[src/rtl/dbl_uart_tx_pkg.sv]
package dbl_uart_tx_pkg;

  typedef enum logic [2:0] {
    ST_IDLE,
    ST_ARMED,
    ST_SHIFT,
    ST_STOP,
    ST_STOP_ARMED
  } txState_e;

  // strobes from control to datapath
  typedef struct packed {
    logic load;
    logic shift;
    logic driveData;
  } txStrobe_t;

  localparam logic [1:0] ADDR_DATA = 2'd0;
  localparam logic [1:0] ADDR_CTRL = 2'd1;
  localparam logic [1:0] ADDR_DIV  = 2'd2;

  localparam int CTRL_EN_POS    = 0;
  localparam int CTRL_NINE_POS  = 1;
  localparam int CTRL_NINTH_POS = 2;

endpackage

[src/rtl/dbl_uart_tx_baud.sv]
module dbl_uart_tx_baud #(
  parameter int DIV_W = 16
) (
  input  logic             clk,
  input  logic             rstN,
  input  logic             enable,
  input  logic [DIV_W-1:0] divisor,
  output logic             tick
);

  logic [DIV_W-1:0] cnt;

  // counter only clears when disabled or on its own tick
  assign tick = enable && (cnt >= divisor);

  always_ff @(posedge clk or negedge rstN) begin
    if (!rstN) begin
      cnt <= '0;
    end else if (!enable || tick) begin
      cnt <= '0;
    end else begin
      cnt <= cnt + 1'b1;
    end
  end

endmodule

[src/rtl/dbl_uart_tx_datapath.sv]
module dbl_uart_tx_datapath
  import dbl_uart_tx_pkg::*;
#(
  parameter int DATA_W    = 8,
  parameter int DIV_W     = 16,
  parameter int BUS_W     = 16,
  parameter int DIV_RESET = 15
) (
  input  logic             clk,
  input  logic             rstN,
  input  logic             wrEn,
  input  logic [1:0]       wrAddr,
  input  logic [BUS_W-1:0] wrData,
  input  txStrobe_t        strobe,
  output logic             bufFull,
  output logic             txEnable,
  output logic             nineMode,
  output logic [DIV_W-1:0] divisor,
  output logic             txLine
);

  localparam int SH_W = DATA_W + 2;

  logic [DATA_W-1:0] bufData;
  logic              ninthVal;
  logic [SH_W-1:0]   shreg;
  logic              dataWr;
  logic              ctrlWr;
  logic              divWr;

  assign dataWr = wrEn && (wrAddr == ADDR_DATA);
  assign ctrlWr = wrEn && (wrAddr == ADDR_CTRL);
  assign divWr  = wrEn && (wrAddr == ADDR_DIV);

  // control and divisor registers
  always_ff @(posedge clk or negedge rstN) begin
    if (!rstN) begin
      txEnable <= 1'b0;
      nineMode <= 1'b0;
      ninthVal <= 1'b0;
      divisor  <= DIV_W'(DIV_RESET);
    end else begin
      if (ctrlWr) begin
        txEnable <= wrData[CTRL_EN_POS];
        nineMode <= wrData[CTRL_NINE_POS];
        ninthVal <= wrData[CTRL_NINTH_POS];
      end
      if (divWr) begin
        divisor <= wrData[DIV_W-1:0];
      end
    end
  end

  // holding buffer: a write on a load edge refills it
  always_ff @(posedge clk or negedge rstN) begin
    if (!rstN) begin
      bufData <= '0;
      bufFull <= 1'b0;
    end else if (dataWr) begin
      bufData <= wrData[DATA_W-1:0];
      bufFull <= 1'b1;
    end else if (strobe.load) begin
      bufFull <= 1'b0;
    end
  end

  // shift register: bit 0 is the start bit, ninth bit captured here
  always_ff @(posedge clk or negedge rstN) begin
    if (!rstN) begin
      shreg <= '1;
    end else if (strobe.load) begin
      shreg <= {(nineMode ? ninthVal : 1'b1), bufData, 1'b0};
    end else if (strobe.shift) begin
      shreg <= {1'b1, shreg[SH_W-1:1]};
    end
  end

  assign txLine = strobe.driveData ? shreg[0] : 1'b1;

endmodule

[src/rtl/dbl_uart_tx_ctrl.sv]
module dbl_uart_tx_ctrl
  import dbl_uart_tx_pkg::*;
#(
  parameter int DATA_W = 8
) (
  input  logic      clk,
  input  logic      rstN,
  input  logic      tick,
  input  logic      bufFull,
  input  logic      nineMode,
  output txStrobe_t strobe,
  output logic      shiftEmpty
);

  localparam int CNT_W = $clog2(DATA_W + 2);
  localparam logic [CNT_W-1:0] SHIFTS_SHORT = CNT_W'(DATA_W);
  localparam logic [CNT_W-1:0] SHIFTS_LONG  = CNT_W'(DATA_W + 1);

  txState_e         state, stateNext;
  logic [CNT_W-1:0] bitCnt, cntNext;
  logic             frameNine;
  logic             loadNow;
  logic             shiftNow;
  logic             lastBit;

  assign lastBit = (bitCnt == '0);

  always_comb begin
    stateNext = state;
    cntNext   = bitCnt;
    loadNow   = 1'b0;
    shiftNow  = 1'b0;
    case (state)
      ST_IDLE: begin
        if (bufFull) begin
          loadNow   = 1'b1;
          stateNext = ST_ARMED;
        end
      end
      ST_ARMED, ST_STOP_ARMED: begin
        if (tick) begin
          stateNext = ST_SHIFT;
          cntNext   = frameNine ? SHIFTS_LONG : SHIFTS_SHORT;
        end
      end
      ST_SHIFT: begin
        if (tick) begin
          if (lastBit) begin
            // stop bit begins: hand over a waiting character now
            loadNow   = bufFull;
            stateNext = bufFull ? ST_STOP_ARMED : ST_STOP;
          end else begin
            shiftNow = 1'b1;
            cntNext  = bitCnt - 1'b1;
          end
        end
      end
      ST_STOP: begin
        if (bufFull) begin
          loadNow   = 1'b1;
          stateNext = tick ? ST_ARMED : ST_STOP_ARMED;
        end else if (tick) begin
          stateNext = ST_IDLE;
        end
      end
      default: stateNext = ST_IDLE;
    endcase
  end

  always_ff @(posedge clk or negedge rstN) begin
    if (!rstN) begin
      state     <= ST_IDLE;
      bitCnt    <= '0;
      frameNine <= 1'b0;
    end else begin
      state  <= stateNext;
      bitCnt <= cntNext;
      if (loadNow) begin
        frameNine <= nineMode;
      end
    end
  end

  assign strobe.load      = loadNow;
  assign strobe.shift     = shiftNow;
  assign strobe.driveData = (state == ST_SHIFT);
  assign shiftEmpty       = (state == ST_IDLE);

endmodule

[src/rtl/dbl_uart_tx.sv]
module dbl_uart_tx
  import dbl_uart_tx_pkg::*;
#(
  parameter  int DATA_W    = 8,
  parameter  int DIV_W     = 16,
  parameter  int DIV_RESET = 15,
  localparam int BUS_W     = (DIV_W > DATA_W) ? DIV_W : DATA_W
) (
  input  logic             clk,
  input  logic             rstN,
  input  logic             wrEn,
  input  logic [1:0]       wrAddr,
  input  logic [BUS_W-1:0] wrData,
  output logic             txLine,
  output logic             bufEmpty,
  output logic             shiftEmpty
);

  txStrobe_t        strobe;
  logic             bufFull;
  logic             txEnable;
  logic             nineMode;
  logic [DIV_W-1:0] divisor;
  logic             baudTick;

  dbl_uart_tx_baud #(
    .DIV_W(DIV_W)
  ) baud_i (
    .clk    (clk),
    .rstN   (rstN),
    .enable (txEnable),
    .divisor(divisor),
    .tick   (baudTick)
  );

  dbl_uart_tx_datapath #(
    .DATA_W   (DATA_W),
    .DIV_W    (DIV_W),
    .BUS_W    (BUS_W),
    .DIV_RESET(DIV_RESET)
  ) dp_i (
    .clk     (clk),
    .rstN    (rstN),
    .wrEn    (wrEn),
    .wrAddr  (wrAddr),
    .wrData  (wrData),
    .strobe  (strobe),
    .bufFull (bufFull),
    .txEnable(txEnable),
    .nineMode(nineMode),
    .divisor (divisor),
    .txLine  (txLine)
  );

  dbl_uart_tx_ctrl #(
    .DATA_W(DATA_W)
  ) ctrl_i (
    .clk       (clk),
    .rstN      (rstN),
    .tick      (baudTick),
    .bufFull   (bufFull),
    .nineMode  (nineMode),
    .strobe    (strobe),
    .shiftEmpty(shiftEmpty)
  );

  assign bufEmpty = !bufFull;

endmodule

[config.mk]
export PLATFORM = sky130hd
export DESIGN_NAME = dbl_uart_tx
export DESIGN_NICKNAME = d
export VERILOG_FILES = /design/src/rtl/dbl_uart_tx_pkg.sv /design/src/rtl/dbl_uart_tx_baud.sv /design/src/rtl/dbl_uart_tx_datapath.sv /design/src/rtl/dbl_uart_tx_ctrl.sv /design/src/rtl/dbl_uart_tx.sv
export SDC_FILE = /design/constraint.sdc
export NUM_CORES = 1
export LEC_CHECK = 0
export ABC_AREA = 1
export BUFFER_PORTS_ARGS = -buffer_cell sky130_fd_sc_hd__buf_2
export CELL_PAD_IN_SITES_DETAIL_PLACEMENT = 1
export CELL_PAD_IN_SITES_GLOBAL_PLACEMENT = 1
export CORE_ASPECT_RATIO = 2
export CORE_MARGIN = 3
export CORE_UTILIZATION = 41
export DETAILED_ROUTE_END_ITERATION = 10
export PLACE_DENSITY_LB_ADDON = 0.1
export SLEW_MARGIN = 30
export SYNTH_ARGS = -nofsm -noshare
export SYNTH_HDL_FRONTEND = slang
export SYNTH_SLANG_ARGS = --single-unit
export TNS_END_PERCENT = 30
[constraint.sdc]
create_clock -name clk -period 2 [get_ports clk]
set_clock_uncertainty 0.05 [all_clocks]
set_input_delay 0 -clock clk [delete_from_list [all_inputs] [get_ports clk]]
set_output_delay 0 -clock clk [all_outputs]
set_load 0.02 [all_outputs]
### After elaboration in Yosys (flattened, before gate mapping)

Index checks and enable logic that the tools add are counted.

* add/subtract/negate cells: 2
* $lt $le $gt $ge: 1
* equality and inequality tests: 12
* muxes and demuxes: 28
* reduce and logical (&&, ||, !) cells: 17

Operator list (number)
* $mux W3: 8
* $mux W10: 2
* $add A16 B1 Y16 const B: 1
* $ge A16 B16 Y1: 1
* $mux W16: 1
* $mux W4: 3
* $pmux W3 S4: 1
* $mux W1: 11
* $pmux W4 S2: 1
* $eq A3 B2 Y1 const B: 2
* $ne A2 B2 Y1 const B: 3
* $reduce_bool A2 Y1: 3
* $reduce_and A5 Y1: 1
* $logic_and A1 B1 Y1: 4
* $logic_not A4 Y1: 1
* $ne A2 B1 Y1 const B: 2
* $reduce_and A4 Y1: 1
* $reduce_or A2 Y1: 2
* $sub A4 B1 Y4 const B: 1
* $eq A3 B1 Y1 const B: 1
* $eq A3 B3 Y1 const B: 1
* $logic_not A3 Y1: 1
* $ne A3 B3 Y1 const B: 1
* $eq A2 B1 Y1 const B: 1
* other kinds (5): 6

* flip-flop bits (word level): 62
* bits of input ports: 21
* output and inout bits: 3
* logic and storage cells: 71

### Logic depth before layout (Yosys ltp)

Gate-level depths: netlist (run 1).

* depth after elaboration: 6
* mapped depth: 18
* mapped depth without buffers: 18

### Modules after synthesis

A second synthesis (run 1) with hierarchy kept.

* cell total of the unflattened synthesis: 435
* area, all modules: 3517.1 um2

By module, submodules not included
* dbl_uart_tx_datapath: times used 1, cells an instance 197, area an instance 1679.1 um2, seq. area each 968.4 um2
* dbl_uart_tx_baud: times used 1, cells an instance 154, area an instance 1251.2 um2, seq. area each 400.4 um2
* dbl_uart_tx_ctrl: times used 1, cells an instance 83, area an instance 583.1 um2, seq. area each 200.2 um2
* dbl_uart_tx: times used 1, cells an instance 1, area an instance 3.8 um2, seq. area each 0.0 um2

### Least setup slack after synthesis (run 1)

No wires, ideal clock.

* kind: reg-to-reg
* start point: register dp_i.divisor[3]
* end point: register dp_i.shreg[0]
* setup time: 0.058 ns
* data arrival time: 1.837 ns
* data required time: 1.892 ns
* setup slack: 0.055 ns
* cell stages (with the launch flop): 18
* path buffers: 1
* period minus slack after synthesis: 1.945 ns
* cell sequence: dfstp_2 -> inv_1 -> ha_1 -> nand2_1 -> nor2_1 -> nor2_1 -> nand2_1 -> nand2_1 -> nand2_1 -> nand2_1 -> nand2_2 -> nand2_2 -> nor2_4 -> buf_4 -> nand2_1 -> o21ai_1 -> nand2_1 -> inv_1

* cells in the longest elaborated chain, start to end: 5
* elaborated cells between the ends (all ways): 8
* those cells by class: order compare: 1; mux: 5; reduce/logical: 2

Ends and longest elaborated chain
* start: declaration: line dbl_uart_tx_datapath.sv:18 `output logic [DIV_W-1:0] divisor,`
* start signal: assignment: line dbl_uart_tx_datapath.sv:41 `divisor <= DIV_W'(DIV_RESET);`
* start signal: assignment: line dbl_uart_tx_datapath.sv:49 `divisor <= wrData[DIV_W-1:0];`
* $ge A16 B16 Y1 (*): line dbl_uart_tx_baud.sv:14 `assign tick = enable && (cnt >= divisor);`
* $logic_and A1 B1 Y1 (*): line dbl_uart_tx_baud.sv:14
* $mux W1: line dbl_uart_tx_ctrl.sv:47 `if (tick) begin`
* $pmux W1 S2 or $mux W1 (tied branches): line dbl_uart_tx_ctrl.sv:33 `case (state)`
* $mux W10 or $reduce_bool A2 Y1 (tied branches)
* end signal: assignment: line dbl_uart_tx_datapath.sv:72 `shreg <= {(nineMode ? ninthVal : 1'b1), bufData, 1'b0};`
* end signal: assignment: line dbl_uart_tx_datapath.sv:74 `shreg <= {1'b1, shreg[SH_W-1:1]};`
* end: declaration: line dbl_uart_tx_datapath.sv:26 `logic [SH_W-1:0] shreg;`

Every way passes the cells marked *; elsewhere a longest branch is shown, timed or not.
A chain may end at the register's enable or synchronous reset.

### Worst setup path after layout (run 1)

* start point: register dp_i.divisor[3]
* end point: register ctrl_i.bitCnt[2]

* cells in the longest elaborated chain, start to end: 4
* elaborated cells between the ends (all ways): 5
* those cells by class: order compare: 1; eq/ne: 2; reduce/logical: 2

Ends and longest elaborated chain
* $ge A16 B16 Y1 (*): line dbl_uart_tx_baud.sv:14
* $logic_and A1 B1 Y1 (*): line dbl_uart_tx_baud.sv:14
* $ne A2 B2 Y1 (no source line)
* $reduce_and A4 Y1 (no source line) (*)
* end signal: assignment: line dbl_uart_tx_ctrl.sv:77 `bitCnt <= cntNext;`
* end: declaration: line dbl_uart_tx_ctrl.sv:20 `logic [CNT_W-1:0] bitCnt, cntNext;`

Marked as above.

==> flow_metrics.env, run 1 <==
export IMPL_status="finished, violations left"
export IMPL_failed_checks="setup timing"
export IMPL_seqCellArea_um2=1569
export IMPL_drive_gt1_share_pct=31.08
export IMPL_route_detailed_drc=0
export IMPL_multiInputGateArea_um2=1680
export IMPL_cts_buffers=9
export IMPL_drv_cap=0
export IMPL_post_route_min_period_ns=2.119
export IMPL_overflow=0
export IMPL_cts_root_buf="clkbuf_16"
export IMPL_dieArea_um2=9402
export IMPL_yosysWarnings=0
export IMPL_htreeDepth=3
export IMPL_yosysSeqAreaShare_pct=46.60
export IMPL_gp_congestion=0.8335
export IMPL_synth_top_cell_area_share_pct=35.67
export IMPL_synth_area_top_cells="dfrtp_1 36%, nand2_1 14%, dfstp_2 11%"
export IMPL_cp_end_kind="flip-flop"
export IMPL_clk_path_buf_depth=2
export IMPL_synth_net_count=466
export IMPL_vias=3090
export IMPL_wl_per_cell_um=15.93
export IMPL_leakage_nw=2.331
export IMPL_grt_total_usage_pct=22.40
export IMPL_num_rows=46
export IMPL_syn_area_um2=3367
export IMPL_syn_inst=426
export IMPL_post_dp_hpwl_um=6748
export IMPL_antenna_found_initial=0
export IMPL_port_buffer_count=23
export IMPL_final_cell_mix="108 x nand2_1, 59 x inv_1, 48 x dfrtp_1, 36 x buf_4, 28 x nor2_1"
export IMPL_drt_iter0_drc=150
export IMPL_clock_sinks=62
export IMPL_place_ws_ns=-0.2071
export IMPL_worstSkewPairLatency_ns=0.34
export IMPL_ys_ff_latch=62
export IMPL_viasPerCell=5.033
export IMPL_critical_path_class="flip-flop to flip-flop"
export IMPL_layout_commonest_cell="nand2_1"
export IMPL_postSynthAreaPerCell_um2=7.904
export IMPL_layout_setup_ws_ns=-0.1191
export IMPL_total_power_mw=4.961
export IMPL_slew_headroom_pct=58.42
export IMPL_grt_setup_unrepaired="true"
export IMPL_max_freq_mhz=471.9
export IMPL_min_path_type="primary input to flip-flop"
export IMPL_worstMarginPinSlew_ns=0.6238
export IMPL_worst_path_max_fanout=8
export IMPL_yosysTopAreaCell="dfrtp_1"
export IMPL_fillCellCount=962
export IMPL_cts_tree="yes"
export IMPL_fin_crit_sh_pct=106.0
export IMPL_arrival_ns=2.33
export IMPL_areaGrowthSynthToFinish_pct=37.35
export IMPL_hold_violations=0
export IMPL_vdd_drop_max_v=0.0007578
export IMPL_start_util_pct=42.39
export IMPL_grt_max_degree=33
export IMPL_ant_nets=0
export IMPL_nets=553
export IMPL_ios=24
export IMPL_die_h_um=134.2
export IMPL_die_w_um=70.08
export IMPL_antenna_cells=0
export IMPL_core_um2=7943
export IMPL_finalMaxSlewViolations=0
export IMPL_grt_pass1_vias=3588
export IMPL_grt_pass1_wl_um=16330
export IMPL_synth_cell_type_count=28
export IMPL_finalSetupViolations=24
export IMPL_cp_start_kind="flip-flop"
export IMPL_drt_total_wl_um=9783
export IMPL_clkSlewWorstSetupHoldPaths_ns=0.06
export IMPL_dr_pass1_iters=4
export IMPL_required_ns=2.21
export IMPL_powerDensity_nw_per_um2=1073
-- cells by family (layout without fill, tap and decap cells) --
| kind of cell | after synthesis | after routing | share of synthesized area (%) |
|---|---|---|---|
| AO/OA/AOI/OAI | 57 | 57 | 8.844 |
| XOR/XNOR | 5 | 5 | 1.301 |
| adder cells (fa/ha/maj) | 19 | 19 | 7.061 |
| buffers and inverters | 75 | 167 | 8.584 |
| flip-flops | 62 | 62 | 46.60 |
| AND/OR/NAND/NOR | 208 | 208 | 27.61 |
-- metal layers --
metal | wire length (um) | track usage [%] | up-vias
met5 | 0 | 0 | -
met4 | 424 | 11.51 | 0
met3 | 197 | 3.826 | 25
met2 | 5951 | 45.15 | 40
met1 | 3210 | 20.38 | 1524
li1 | - | - | 1501
-- synthesized netlist by cell type, drive strengths merged --
library cell and n:
nor3b 5, buf 4, ha 19, dfstp 14, xnor2 2, nand3 18
xor2 3, dfrtp 48, a21oi 21, clkbuf 4, o21a 1, nand4 4
nor3 6, nand2 134, o21bai 1, inv 67, nor2 41, o21ai 34
-- worst paths after layout --
path,from,end,slack (ns),depth (start not counted)
max in group asynchronous,rstN,dp_i.divisor[0],1.02,3
min reg2reg,dp_i.shreg[4],dp_i.shreg[4],0.41,2
min in group asynchronous,rstN,ctrl_i.bitCnt[3],0.18,2
max reg2reg,dp_i.divisor[3],ctrl_i.bitCnt[2],-0.12,16
min,wrEn,dp_i.nineMode,0.07,3
max,dp_i.divisor[3],ctrl_i.bitCnt[2],-0.12,16
-- worst max-delay path, cell delays in order, from the launching register on --
cell	delay, ns
dfstp_2	0.53
inv_2	0.05
ha_4	0.27
nand2_4	0.05
nor2_4	0.11
nor2_2	0.04
nand2_2	0.04
nand2_1	0.05
nand2_1	0.07
nand2_2	0.07
nand2_4	0.08
nand2_4	0.07
buf_4	0.15
a21oi_2	0.12
buf_6	0.15
nand3_1	0.07
o21ai_1	0.08
-- where the power goes --
group | leakage, nW | switching (mW) | total (mW) | internal (mW)
clock | 0.152 | 0.614 | 1.71 | 1.09
combinational | 1.42 | 0.897 | 1.51 | 0.618
sequential | 0.761 | 0.168 | 1.74 | 1.57
total | 2.33 | 1.68 | 4.96 | 3.28
-- registers in the layout, indices dropped and copies added (netlist names), 3 cells and up --
| signal | count |
|---|---|
| baud_i.cnt | 16 |
| ctrl_i.bitCnt | 4 |
| ctrl_i.state | 3 |
| dp_i.bufData | 8 |
| dp_i.divisor | 16 |
| dp_i.shreg | 10 |
-- timing repair --
| action | CTS | global route |
|---|---|---|
| hold buffers | 17 | 0 |
| setup buffers | 1 | 1 |
| gates resized for setup | 19 | 32 |
| pin swaps | 23 | 27 |
| setup endpoints to repair | 19 | 35 |
| cloned | 0 | 0 |
| endpoints found under the hold margin | 46 | 0 |
-- per-stage QoR --
step,instance area [um^2],TNS [ns],utilization [%],cells,hold WS (ns)
final,4624,-1.360,58.22,614,0.07415
after global routing,4624,-4.948,58.22,614,0.09427
after CTS,4503,-2.039,56.69,613,0.05234
after detailed placement,3930,-3.005,49.48,579,0.008055
after global placement,3930,-1.178,49.48,579,0.0007956
after floorplan,3367,0,-,426,-0.3456
-- area by class of cell --
class | count | area share (%)
flip-flops and latches | 62 | 33.93
repair buffers | 84 | 14.72
inverters | 67 | 5.438
multi-input cells | 289 | 36.34
well taps | 96 | 2.597
clock buffers | 9 | 4.870
clock inverters | 7 | 2.110
Note: power is estimated with default switching activity, not from simulation.
==> run 2: changes to the inputs <==
--- a/config.mk
+++ b/config.mk
@@ -13,8 +13,7 @@
 export CORE_MARGIN = 3
 export CORE_UTILIZATION = 41
 export DETAILED_ROUTE_END_ITERATION = 10
-export PLACE_DENSITY_LB_ADDON = 0.1
-export SLEW_MARGIN = 30
+export PLACE_DENSITY_LB_ADDON = 0.25
 export SYNTH_ARGS = -nofsm -noshare
 export SYNTH_HDL_FRONTEND = slang
 export SYNTH_SLANG_ARGS = --single-unit
==> flow_metrics.env, run 2 (synthesis gave the netlist of run 1 again) <==
export IMPL_cts_buffers=9
export IMPL_die_w_um=70.08
export IMPL_dr_pass1_iters=4
export IMPL_final_cells=617
export IMPL_clkPwrFrac_pct=30.7
export IMPL_finalMaxSlewViolations=0
export IMPL_vias=3120
export IMPL_worstSkewPairLatency_ns=0.34
export IMPL_nets=556
export IMPL_drv_cap=0
export IMPL_overflow=0
export IMPL_ant_nets=0
export IMPL_arrival_ns=2.35
export IMPL_status="finished, violations left"
export IMPL_cp_start_kind="flip-flop"
export IMPL_antenna_cells=0
export IMPL_p_seq_share_pct=36.5
export IMPL_grt_setup_unrepaired="true"
export IMPL_post_route_util_pct=58.36
export IMPL_worst_path_max_fanout=9
export IMPL_worst_r2r_startpoint="dp_i.divisor[11]"
export IMPL_layout_commonest_cell="nand2_1"
export IMPL_final_cell_mix="110 x nand2_1, 58 x inv_1, 48 x dfrtp_1, 38 x buf_4, 30 x nor2_1"
export IMPL_fillCellCount=966
export IMPL_areaGrowthSynthToFinish_pct=37.68
export IMPL_cts_root_buf="clkbuf_16"
export IMPL_comb_power_share_pct=32.8
export IMPL_layout_setup_ws_ns=-0.1120
export IMPL_grt_pass1_vias=3499
export IMPL_start_util_pct=42.39
export IMPL_route_detailed_drc=0
export IMPL_min_path_type="primary input to flip-flop"
export IMPL_viasPerCell=5.057
export IMPL_grt_total_usage_pct=22.37
export IMPL_powerDensity_nw_per_um2=1028
export IMPL_drt_iter0_drc=122
export IMPL_max_freq_mhz=473.5
export IMPL_crit_end="dp_i.shreg[8]"
export IMPL_rr_endpoint="dp_i.shreg[8]"
export IMPL_core_um2=7943
export IMPL_post_dp_hpwl_um=6717
export IMPL_reg_largest_list="baud_i.cnt (16), dp_i.divisor (16), dp_i.shreg (10)"
export IMPL_cp_end_kind="flip-flop"
export IMPL_clkSlewWorstSetupHoldPaths_ns=0.06
export IMPL_swShare_pct=36.30
export IMPL_slew_headroom_pct=65.39
export IMPL_r2r_slack_ns=-0.11
export IMPL_antenna_found_initial=0
export IMPL_crit_start="dp_i.divisor[11]"
export IMPL_post_route_min_period_ns=2.112
export IMPL_grt_max_degree=33
export IMPL_cts_tree="yes"
export IMPL_critical_path_class="flip-flop to flip-flop"
export IMPL_port_buffer_count=23
export IMPL_hold_violations=0
export IMPL_num_rows=46
export IMPL_worstMarginPinSlew_ns=0.5192
export IMPL_fin_crit_sh_pct=105.6
export IMPL_wl_per_cell_um=16.14
export IMPL_drive_gt1_share_pct=32.25
export IMPL_required_ns=2.24
export IMPL_r2r_cells=13
export IMPL_grt_pass1_wl_um=16210
export IMPL_leakage_nw=2.346
export IMPL_dp_cells=575
export IMPL_finalSetupViolations=23
export IMPL_holdCritStartpoint="wrEn"
export IMPL_dieArea_um2=9402
export IMPL_ios=24
export IMPL_die_h_um=134.2
export IMPL_p_int_mw=3.035
export IMPL_clock_sinks=62
export IMPL_drt_total_wl_um=9961
export IMPL_failed_checks="setup timing"
export IMPL_vdd_drop_max_v=0.0005176
export IMPL_htreeDepth=3
export IMPL_gp_congestion=0.7867
export IMPL_switchingPower_mw=1.729
export IMPL_clk_path_buf_depth=2
run 2: cell types whose count changed in the layout (fill, tap and decap cells not counted), sizes merged:
cell	before	now
inv	68	67
clkinv	2	5
buf	67	70
bufinv	2	0
run 2: routing by layer:
metal,up-vias,share of wire [%],track usage (%)
met5,-,0,0
met4,0,3.3,10.66
met3,25,2.1,3.751
met2,38,59,44.84
met1,1552,35,21.00
li1,1505,-,-
run 2: worst max-delay path, cell delays in order, from the launching register on:
cell,delay [ns]
dfrtp_1,0.36
inv_1,0.10
ha_1,0.27
a21oi_1,0.16
o21ai_1,0.12
a21oi_1,0.21
buf_4,0.18
nand2_4,0.07
nand2_4,0.09
nor2_4,0.06
nor2_2,0.13
buf_6,0.14
nand2_1,0.07
nand2_2,0.06
run 2: power by group through the flow:
stage	clock network (mW)	registers, mW	logic [mW]
final	1.46	1.74	1.56
after global routing	1.53	1.77	1.77
after CTS	1.47	1.73	1.41
after detailed placement	0	1.75	1.30
after global placement	0	1.73	1.24
after floorplan	0	1.70	0.845
run 2: worst min-delay path by stage:
stage | slack (ns) | depth (start not counted) | to
2_1_floorplan | -0.35 | 0 | baud_i.cnt[0]
3_3_place_gp | -0.07 | 1 | ctrl_i.bitCnt[3]
3_5_place_dp | -0.05 | 1 | ctrl_i.state[1]
4_1_cts | 0.05 | 3 | dp_i.txEnable
5_1_grt | 0.12 | 3 | dp_i.txEnable
6_report | 0.07 | 3 | dp_i.txEnable
run 2: timing repair:
item,4_1_cts,5_1_grt
hold buffers,17,0
endpoints found under the hold margin,44,0
pin swaps,10,25
setup buffers,1,8
resized for setup,21,41
endpoints found under the setup margin,24,35
run 2: area by class of cell:
| type | instances | area (um^2) | share of cell area [%] |
|---|---|---|---|
| clock buffer | 9 | 225.2 | 4.858 |
| clock inverter | 7 | 51.30 | 1.107 |
| inverter | 67 | 251.5 | 5.425 |
| multi-input combinational | 289 | 1720 | 37.11 |
| sequential | 62 | 1569 | 33.85 |
| tap | 96 | 120.1 | 2.591 |
| timing repair buffer | 87 | 698.2 | 15.06 |
run 2: metrics by stage:
stage / area, um^2 / hold WS, ns / setup TNS, ns / setup slack [ns] / total power [mW]
floorplan: 3367 / -0.3456 / 0 / 0.05520 / 2.542
CTS: 4427 / 0.05443 / -1.912 / -0.1485 / 4.604
detailed placement: 3887 / -0.05406 / -2.284 / -0.1526 / 3.050
global placement: 3887 / -0.06948 / -0.7661 / -0.08317 / 2.971
finish: 4636 / 0.07145 / -1.536 / -0.1120 / 4.764
global route: 4636 / 0.1234 / -5.296 / -0.2581 / 5.068
==> run 3: changes to the inputs <==
--- a/config.mk
+++ b/config.mk
@@ -14,6 +14,7 @@
 export CORE_UTILIZATION = 41
 export DETAILED_ROUTE_END_ITERATION = 10
 export PLACE_DENSITY_LB_ADDON = 0.25
+export REMOVE_ABC_BUFFERS = 1
 export SYNTH_ARGS = -nofsm -noshare
 export SYNTH_HDL_FRONTEND = slang
 export SYNTH_SLANG_ARGS = --single-unit
==> flow_metrics.env, run 3 (synthesis gave the netlist of run 1 again) <==
export IMPL_status="finished, violations left"
export IMPL_failed_checks="setup timing"
export IMPL_place_ws_ns=-0.2805
export IMPL_reg_largest_list="baud_i.cnt (16), dp_i.divisor (16), dp_i.shreg (10)"
export IMPL_core_um2=7943
export IMPL_port_buffer_count=23
export IMPL_total_power_mw=5.125
export IMPL_p_int_mw=3.359
export IMPL_die_h_um=134.2
export IMPL_required_ns=2.22
export IMPL_drt_total_wl_um=10000
export IMPL_worstSkewPairLatency_ns=0.33
export IMPL_clock_sinks=62
export IMPL_wl_per_cell_um=16.16
export IMPL_grt_pass1_vias=3473
export IMPL_clkSlewWorstSetupHoldPaths_ns=0.05
export IMPL_die_w_um=70.08
export IMPL_route_detailed_drc=0
export IMPL_hold_violations=0
export IMPL_dr_pass1_iters=4
export IMPL_viasPerCell=5.092
export IMPL_switchingPower_mw=1.766
export IMPL_swShare_pct=34.45
export IMPL_fin_crit_sh_pct=107.7
export IMPL_grt_total_usage_pct=22.59
export IMPL_clk_path_buf_depth=2
export IMPL_drive_gt1_share_pct=34.23
export IMPL_drt_iter0_drc=101
export IMPL_start_util_pct=42.39
export IMPL_dieArea_um2=9402
export IMPL_hold_worst_slack_ns=0.006542
export IMPL_worstMarginPinSlew_ns=0.5268
export IMPL_post_route_min_period_ns=2.153
export IMPL_cp_end_kind="flip-flop"
export IMPL_num_rows=46
export IMPL_layout_setup_ws_ns=-0.1532
export IMPL_min_path_type="primary input to async pin"
export IMPL_max_freq_mhz=464.4
export IMPL_drv_cap=0
export IMPL_cp_start_kind="flip-flop"
export IMPL_finalSetupViolations=20
export IMPL_layout_commonest_cell="nand2_1"
export IMPL_worst_path_max_fanout=7
export IMPL_post_dp_hpwl_um=6774
export IMPL_leakage_nw=2.395
export IMPL_grt_max_degree=32
export IMPL_final_cell_mix="98 x nand2_1, 59 x inv_1, 48 x dfrtp_1, 40 x buf_4, 30 x nor2_1"
export IMPL_ios=24
export IMPL_antenna_cells=0
export IMPL_slew_headroom_pct=64.79
export IMPL_finalMaxSlewViolations=0
export IMPL_critical_path_class="flip-flop to flip-flop"
export IMPL_powerDensity_nw_per_um2=1086
export IMPL_vias=3152
export IMPL_post_route_util_pct=59.42
export IMPL_nets=558
export IMPL_cts_tree="yes"
export IMPL_overflow=0
export IMPL_gp_congestion=0.7916
export IMPL_htreeDepth=3
export IMPL_p_seq_share_pct=34.3
export IMPL_vdd_drop_max_v=0.0006388
export IMPL_antenna_found_initial=0
export IMPL_comb_power_share_pct=32.5
export IMPL_cts_root_buf="clkbuf_16"
export IMPL_arrival_ns=2.37
export IMPL_grt_pass1_wl_um=16560
export IMPL_ant_nets=0
export IMPL_areaGrowthSynthToFinish_pct=40.17
export IMPL_grt_setup_unrepaired="true"
export IMPL_fillCellCount=939
export IMPL_cts_buffers=9
export IMPL_clkPwrFrac_pct=33.1
run 3: stage by stage:
stage / instances / cell area, um^2 / setup TNS [ns]
final: 619 / 4720 / -2.143
after global routing: 619 / 4720 / -4.925
after CTS: 614 / 4511 / -3.246
after detailed placement: 579 / 3918 / -4.015
after global placement: 579 / 3918 / -1.723
after floorplan: 418 / 3329 / -0.1919
run 3: power by group through the flow:
stage | sequential [mW] | combinational (mW) | clock (mW)
after floorplan | 1.70 | 0.823 | 0
after global placement | 1.72 | 1.28 | 0
after detailed placement | 1.74 | 1.35 | 0
after CTS | 1.74 | 1.46 | 1.73
after global routing | 1.79 | 1.89 | 1.78
final | 1.76 | 1.67 | 1.70
run 3: timing repair:
action	4_1_cts	5_1_grt
setup endpoints to repair	20	35
buffers inserted	2	5
hold buffers	17	0
resized for setup	21	50
pin swaps	23	22
endpoints found under the hold margin	76	0
run 3: path summary, 6_finish.rpt:
check / start / endpoint / slack, ns / cells past startpoint
max: dp_i.divisor[1] / dp_i.shreg[3] / -0.15 / 17
min: rstN / ctrl_i.bitCnt[3] / 0.007 / 2
max reg2reg: dp_i.divisor[1] / dp_i.shreg[3] / -0.15 / 17
min reg2reg: dp_i.shreg[7] / dp_i.shreg[7] / 0.42 / 2
max in group asynchronous: rstN / dp_i.divisor[2] / 1.20 / 3
min in group clk: wrEn / dp_i.ninthVal / 0.10 / 3
run 3: metal layers:
metal / wire length, um / global-route usage [%] / vias to the layer above
met5: 0 / 0 / -
met4: 265 / 8.529 / 0
met3: 195 / 4.051 / 18
met2: 5994 / 44.89 / 38
met1: 3548 / 22.42 / 1580
li1: - / - / 1516
run 3: cell type report:
type	count	area (um^2)	area share, %
flip-flops and latches	62	1569	33.24
clock buffers	10	239.0	5.064
clock inverters	6	85.08	1.803
multi-input cells	289	1742	36.90
repair buffers	89	713.2	15.11
inverters	67	251.5	5.329
well taps	96	120.1	2.545
run 3: worst max-delay path, stage by stage, from the launching register on:
cell	delay (ns)
dfstp_2	0.55
inv_2	0.05
ha_4	0.27
nand2_2	0.05
nor2_2	0.09
nor2_1	0.05
nand2_1	0.05
nand2_1	0.04
nand2_1	0.06
nand2_2	0.07
nand2_4	0.09
nand2_4	0.06
nor2_4	0.18
buf_6	0.13
nor2_4	0.03
buf_6	0.14
nand2_1	0.05
nand2_1	0.05
